### config.mk
export PLATFORM = sky130hd
export DESIGN_NAME = gcode_accum
export DESIGN_NICKNAME = d
export VERILOG_FILES = /design/src/rtl/gcode_accum.sv
export SDC_FILE = /design/constraint.sdc
export NUM_CORES = 1
export LEC_CHECK = 0
export BUFFER_PORTS_ARGS = -buffer_cell sky130_fd_sc_hd__buf_2
export CORE_ASPECT_RATIO = 0.6
export CORE_MARGIN = 1
export CORE_UTILIZATION = 48
export CTS_CLUSTER_SIZE = 28
export DETAILED_ROUTE_END_ITERATION = 16
export HOLD_SLACK_MARGIN = 0.02
export PLACE_DENSITY = 0.74
export SLEW_MARGIN = 20
export SYNTH_ARGS = -nofsm -noshare
export SYNTH_HDL_FRONTEND = slang
export SYNTH_SLANG_ARGS = --single-unit
export TNS_END_PERCENT = 10
### constraint.sdc
create_clock -name clk -period 4.4 [get_ports clk]
set_input_delay 0.22 -clock clk [delete_from_list [all_inputs] [get_ports clk]]
set_output_delay 0.22 -clock clk [all_outputs]
set_load 0.02 [all_outputs]
### src/rtl/gcode_accum.sv
module gcode_accum #(
  parameter int WIDTH  = 8,
  parameter bit NATIVE = 1'b0,
  localparam int NDIG = WIDTH / 2,
  localparam int CW   = $clog2(WIDTH + 1)
) (
  input  logic             clk,
  input  logic             rst,
  input  logic             en,
  input  logic [WIDTH-1:0] din,
  output logic [WIDTH-1:0] acc,
  output logic [CW-1:0]    tgl
);

  function automatic logic [WIDTH-1:0] to_bin(input logic [WIDTH-1:0] g);
    logic [WIDTH-1:0] b;
    for (int k = 0; k < NDIG; k++) begin
      b[2*k+1] = g[2*k+1];
      b[2*k]   = g[2*k+1] ^ g[2*k];
    end
    return b;
  endfunction

  function automatic logic [WIDTH-1:0] to_code(input logic [WIDTH-1:0] b);
    logic [WIDTH-1:0] g;
    for (int k = 0; k < NDIG; k++) begin
      g[2*k+1] = b[2*k+1];
      g[2*k]   = b[2*k+1] ^ b[2*k];
    end
    return g;
  endfunction

  function automatic logic [1:0] dig_val(input logic [1:0] g);
    case (g)
      2'b00:   return 2'd0;
      2'b01:   return 2'd1;
      2'b11:   return 2'd2;
      default: return 2'd3;
    endcase
  endfunction

  function automatic logic [1:0] dig_code(input logic [1:0] v);
    case (v)
      2'd0:    return 2'b00;
      2'd1:    return 2'b01;
      2'd2:    return 2'b11;
      default: return 2'b10;
    endcase
  endfunction

  logic [WIDTH-1:0] acc_q, sum_g, flip;
  logic [CW-1:0]    tgl_q, ones;

  generate
    if (NATIVE) begin : g_native
      always_comb begin
        logic       c;
        logic [2:0] s;
        c = 1'b0;
        for (int k = 0; k < NDIG; k++) begin
          s = {1'b0, dig_val(acc_q[2*k +: 2])} + {1'b0, dig_val(din[2*k +: 2])} + {2'b0, c};
          sum_g[2*k +: 2] = dig_code(s[1:0]);
          c = s[2];
        end
      end
    end else begin : g_conv
      logic [WIDTH-1:0] a_b, d_b, s_b;
      assign a_b   = to_bin(acc_q);
      assign d_b   = to_bin(din);
      assign s_b   = a_b + d_b;
      assign sum_g = to_code(s_b);
    end
  endgenerate

  assign flip = acc_q ^ sum_g;

  always_comb begin
    ones = '0;
    for (int i = 0; i < WIDTH; i++) ones = ones + CW'(flip[i]);
  end

  always_ff @(posedge clk) begin
    if (rst) begin
      acc_q <= '0;
      tgl_q <= '0;
    end else if (en) begin
      acc_q <= sum_g;
      tgl_q <= ones;
    end else begin
      tgl_q <= '0;
    end
  end

  assign acc = acc_q;
  assign tgl = tgl_q;

  function automatic logic [WIDTH-1:0] weigh(input logic [WIDTH-1:0] g);
    logic [WIDTH-1:0] v;
    v = '0;
    for (int k = NDIG - 1; k >= 0; k--) v = (v << 2) | WIDTH'(dig_val(g[2*k +: 2]));
    return v;
  endfunction

  AST_RESET_CLEARS: assert property (@(posedge clk) rst |=> (acc == '0 && tgl == '0));
  AST_ADD_STEP: assert property (@(posedge clk) disable iff (rst)
    en |=> weigh(acc) == WIDTH'(weigh($past(acc)) + weigh($past(din))));
  AST_IDLE_HOLD: assert property (@(posedge clk) disable iff (rst) !en |=> $stable(acc));
  AST_IDLE_NO_TGL: assert property (@(posedge clk) disable iff (rst) !en |=> tgl == '0);
  AST_TGL_COUNT: assert property (@(posedge clk) disable iff (rst)
    en |=> tgl == CW'($countones($past(acc) ^ acc)));

endmodule

==> results of run 1 <==
==> cells by family (layout without fill, tap and decap cells) <==
| group | count (synthesis) | count (layout) | share of synthesized area, % |
|---|---|---|---|
| adders and majority gates | 15 | 15 | 20.7 |
| and+or+nand+nor | 28 | 28 | 13.5 |
| DFF | 12 | 12 | 22.1 |
| AOI/OAI and AO/OA | 24 | 24 | 16.2 |
| buffers and inverters | 14 | 41 | 4.84 |
| xor gates and xnor gates | 24 | 24 | 20.7 |
| muxes | 2 | 2 | 1.84 |
==> stage by stage <==
stage          util [%]  TNS [ps]  worst slack, ps  cells
3_3_place_gp       62.1         0              144    168
4_1_cts            65.2         0             13.3    172
5_1_grt            67.9         0             6.07    174
6_report           67.9         0              174    174
2_1_floorplan         -         0              160    119
3_5_place_dp       62.1     -3.80            -3.80    168
==> flip-flops by register name, summed over array words and instances, names as in the netlist <==
register	cells
acc	8
tgl	4
==> final cells by class <==
class | count | share of cell area, %
Sequential cell | 12 | 18.2
Timing Repair Buffer | 25 | 9.85
Inverter | 12 | 3.35
Tap cell | 28 | 2.60
Clock buffer | 4 | 4.09
Multi-Input combinational cell | 93 | 61.9
==> worst reg2reg max path: stages, from the launching register on <==
cell	delay (ps)
dfxtp_4	360
xor2_2	160
ha_2	190
inv_1	60
fa_2	630
xor2_2	210
xnor2_2	150
fa_1	460
fa_1	520
inv_1	60
fa_1	460
inv_1	70
ha_2	190
inv_2	40
fa_2	510
nor2_1	40
==> cells in the final DEF, fill, tap and decap left out, types with 2 or more instances in the layout <==
cell type  Yosys  routed
xnor2_1        5       4
buf_4          0       3
buf_2          0      22
inv_1         12      11
ha_2           0       2
mux2i_1        2       2
xor2_1        18      16
ha_1          10       8
nand2b_1       3       3
fa_2           0       2
a21o_1         2       2
o21ai_0        5       4
fa_1           5       3
clkbuf_8       0       4
o21a_1         2       2
dfxtp_1       12      10
a21oi_1        4       4
a211oi_1       4       4
nor2_1        14      14
nand2_1        2       2
xor2_2         0       2
==> worst min path at each step <==
stage               start     end  cells after the start
CTS                   rst  acc[6]                      2
floorplan              en  acc[7]                      3
global route          rst  acc[5]                      2
detailed placement    rst  acc[6]                      2
finish                rst  acc[0]                      2
global placement      rst  acc[7]                      2
==> metal layers <==
layer  routed length [um]  track usage [%]  part of all wire [%]  up-vias
met4                   10             3.41                  0.43        0
met3                  112             7.06                   4.8        2
met5                    0                0                     0        -
met1                 1180             27.3                    51      415
li1                     -                -                     -      460
met2                 1010             37.8                    44       24
==> timing repair <==
item                                    4_1_cts  5_1_grt
endpoints found under the setup margin        2        2
pin swaps                                     0        6
resized for setup                             1       13
gates cloned                                  0        0
buffers inserted                              0        2
==> flow_summary.yaml, run 1 <==
status:
  outcome: "complete, no violations"
drt:
  detail_route.wirelength_um: 2310
  drc: 0
  first_pass_iters: 4
  vias_per_cell: 5.18
  num_vias: 901
  drt_iter0_drc: 31
  final_antenna_net_count: 0
  wl_per_cell_um: 13.3
layout:
  multi_input_area_sq_um: 833
  layout.nets: 173
  area_growth_pct: 24.0
  drive_gt1_share_pct: 32.2
  final_cell_area_sq_um: 1350
  seqCellArea_sq_um: 245
  diodes: 0
  fillers: 166
clock_network:
  root_buffer: "clkbuf_8"
  clock_latency_ps: 250
  cts_tree: "built"
  hold_buffers: 0
  cts_buffers: 3
  cts.sinks: 12
  cts_buffer_depth: 2
  h-tree-depth: 1
  clk_pin_slew_ps: 60
critical_path:
  critPathSlowestCell: "fa_2"
  path_max_fanout: 4
  rr_worst_depth: 15
  critPathBufInv: 4
  critPathKind: "register to register"
  critical_path.cell_chain: "xor2_2 > ha_2 > inv_1 > fa_2 > xor2_2 > xnor2_2 > fa_1 > fa_1 > inv_1 > fa_1 > inv_1 > ha_2 > inv_2 > fa_2 > nor2_1"
  startpoint_type: "register"
  r2r_slack_ps: 170
  r2r-start: "acc[0]"
  cp-end-kind: "register"
  cp_num_cells: 15
  r2r-end: "tgl[1]"
  path_delay_family: "adder cells"
  endpoint: "tgl[1]"
  crit_start: "acc[0]"
  cpPeakStageDelay_ps: 630
  cp.arrival_ps: 4360
  critPathRequiredTime_ps: 4540
floorplan:
  die_area_sq_um: 2460
  die_h_um: 38.8
  io_pins: 23
  die_w_um: 63.4
  fp-row-count: 12
  start_util_pct: 54.8
  core-area_sq_um: 1980
yosys:
  netlist_top_cells_area: "dfxtp_1 22%, xor2_1 15%, ha_1 12%"
  synth.distinct_cells: 33
  syn_inst: 119
  netlist_top_cells_count: "18 x xor2_1, 14 x nor2_1, 12 x dfxtp_1, 12 x inv_1, 10 x ha_1"
  synth_nets: 145
  synth_top_flop_cell: "dfxtp_1"
  synth.largest_area_cell: "dfxtp_1"
  synth_top_cell_area_share_pct: 22.1
  yosys.cell_count.top_type: "xor2_1"
  ys_ff_latch: 12
  ys_seq_area_share_pct: 22.1
  synthesis.area_sq_um: 1090
  yosysWarningCount: 0
  async_reset_ff_share_pct: 0
  synth_area_per_cell_sq_um: 9.13
  synth_edf_count: 0
place:
  dpl_cell_area_sq_um: 1230
  io_buffers: 22
  dp_hpwl_um: 1760
  place_congestion: 0.830
sta:
  rsz0062_at_grt: "false"
  worst_slew_pin_slew_ps: 460
  fin_worst_skew_ps: 4.11
  period_needed_ps: 4230
  setup_viol: 0
  hold_ws_ps: 275
  max_freq_mhz: 237
  slew_viol_final: 0
  fin_crit_sh_pct: 96.1
  hold_violations: 0
  slew_headroom_pct: 69.2
global_routing:
  grt_pass1_vias: 867
  grt_pass1_wl_um: 3850
  gr-usage-all-layers_pct: 21.8
  antenna_found_initial: 0
  grt_max_degree: 12
  grt_overflow: 0
flow_run:
  drv_cap: 0
hold_path:
  timing.hold.worst.class: "input port to register"
Power of run 1 is left out: the tool's default activity adds up to more than one toggle a clock period on the data nets, which glitch-free logic cannot reach.
==> run 2: changes to the inputs <==
- CORE_ASPECT_RATIO: 0.6 -> unset
- CORE_UTILIZATION: 48 -> 58
- PLACE_DENSITY: 0.74 -> 0.84
- RECOVER_POWER: unset -> 50
- clock period: 4.4 -> 5.1 ns (I/O delays scaled with it)
==> run 2 against run 1 <==
Maximum frequency fell by 6.9%. Routed wire length down 8.5%. Sequential share of layout area increased by 1.4 points. Via count shrank 2.2%. Setup slack better by 390 ps. Die area is 17% lower. Global-route usage up 3.2 points. Cell area down 8.8%. Critical endpoint is now tgl[2].
==> flow_summary.yaml, run 2 (same netlist as run 1, synthesis figures left out) <==
floorplan:
  fp-row-count: 15
  die_h_um: 45.3
  die_area_sq_um: 2050
  io_pins: 23
  core-area_sq_um: 1750
  start_util_pct: 62.2
  die_w_um: 45.3
flow_run:
  drv_cap: 0
drt:
  vias_per_cell: 5.28
  detail_route.wirelength_um: 2120
  num_vias: 881
  drt_iter0_drc: 10
  final_antenna_net_count: 0
  first_pass_iters: 4
  drc: 0
  wl_per_cell_um: 12.7
layout:
  layout.nets: 170
  diodes: 0
  final_cell_mix: "18 x xor2_1, 14 x nor2_1, 12 x inv_1, 12 x dfxtp_1, 12 x clkbuf_1"
  layout_commonest_cell: "xor2_1"
  drive_gt1_share_pct: 14.1
  largest_reg_flops: 8
  area_growth_pct: 13.0
global_routing:
  grt_use_met1_pct: 30.7
  grt_max_degree: 12
  grt.busiest_layer: "met2"
  grt_pass1_vias: 849
  gr-usage-all-layers_pct: 24.9
  grt_overflow: 0
  antenna_found_initial: 0
  grt_pass1_wl_um: 3640
  met2_usage_pct: 44.6
  grtUsageMet3_pct: 6.00
sta:
  slew_viol_final: 0
  max_freq_mhz: 220
  rsz0062_at_grt: "false"
  fin_worst_skew_ps: 1.46
  hold_violations: 0
  period_needed_ps: 4540
  setup_viol: 0
  fin_crit_sh_pct: 89.0
  worst_slew_pin_slew_ps: 488
  fin_tns_setup_ps: 0
  slew_headroom_pct: 67.2
clock_network:
  post_cts_buffers: 0
  cts_buffers: 3
  cts.sinks: 12
  cts_buffer_depth: 2
  clk_pin_slew_ps: 70
  post_cts_resized: 0
  root_buffer: "clkbuf_4"
  h-tree-depth: 1
  cts_tree: "built"
  clock_latency_ps: 270
  hold_buffers: 0
critical_path:
  critPathRequiredTime_ps: 5260
  path_delay_family: "adder cells"
  cp-end-kind: "register"
  critPathKind: "register to register"
  critical_path.cell_chain: "xor2_1 > ha_1 > inv_1 > fa_1 > nand2b_1 > a21o_1 > a311oi_1 > xor3_1 > fa_1 > inv_1 > fa_1 > inv_1 > ha_1 > inv_1 > fa_1 > xor2_1 > nor2_1"
  critPathBufInv: 4
  cpPeakStageDelay_ps: 510
  r2r-end: "tgl[2]"
  r2r_slack_ps: 560
  critPathSlowestCell: "fa_1"
  r2r-start: "acc[1]"
  cp.arrival_ps: 4700
  startpoint_type: "register"
  path_max_fanout: 6
  rr_worst_depth: 17
status:
  outcome: "complete, no violations"
place:
  io_buffers: 22
  place_congestion: 0.738
  dp_hpwl_um: 1590
hold_path:
  min_to: "acc[6]"
  hold_path_depth: 2
  min_from: "rst"
  timing.hold.worst.class: "input port to register"
==> run 2: final cells by class <==
type,count,area (sq um)
fill,148,518
sequential,12,240
timing repair buffer,22,95.1
tap,25,31.3
clock buffer,3,22.5
multi-input combinational,93,793
inverter,12,45.0
==> run 2: worst max-delay path by stage <==
stage / from / to / slack [ps] / cells past startpoint
6_report: acc[1] / tgl[2] / 560 / 17
5_1_grt: acc[1] / tgl[2] / 350 / 17
4_1_cts: acc[1] / tgl[2] / 550 / 17
3_5_place_dp: acc[1] / tgl[2] / 620 / 17
3_3_place_gp: acc[1] / tgl[2] / 750 / 17
2_1_floorplan: acc[1] / tgl[2] / 860 / 16
==> run 2: metrics by stage <==
stage | util, % | instances | area (sq um) | setup slack, ps | hold slack, ps
detailed placement | 69.9 | 164 | 1220 | 618 | 548
finish | 70.3 | 167 | 1230 | 562 | 275
CTS | 71.2 | 167 | 1240 | 552 | 279
global placement | 69.9 | 164 | 1220 | 752 | 525
global route | 70.3 | 167 | 1230 | 346 | 300
floorplan | - | 119 | 1090 | 860 | 474
==> run 2: routing by layer <==
| metal | up-vias | wire [um] |
|---|---|---|
| met1 | 415 | 983 |
| met2 | 19 | 1040 |
| met5 | - | 0 |
| met3 | 0 | 88 |
| li1 | 447 | - |
| met4 | 0 | 0 |
==> run 2: worst register-to-register path: cells and delay by family, from the launching register on <==
kind | cells | cell delay (ps)
AO/OA/AOI/OAI | 2 | 650
buffers and inverters | 4 | 250
adder cells (fa/ha/maj) | 6 | 2140
AND/OR/NAND/NOR | 2 | 240
flip-flops | 1 | 440
XOR/XNOR | 3 | 690
Power of run 2 is left out for the same reason.
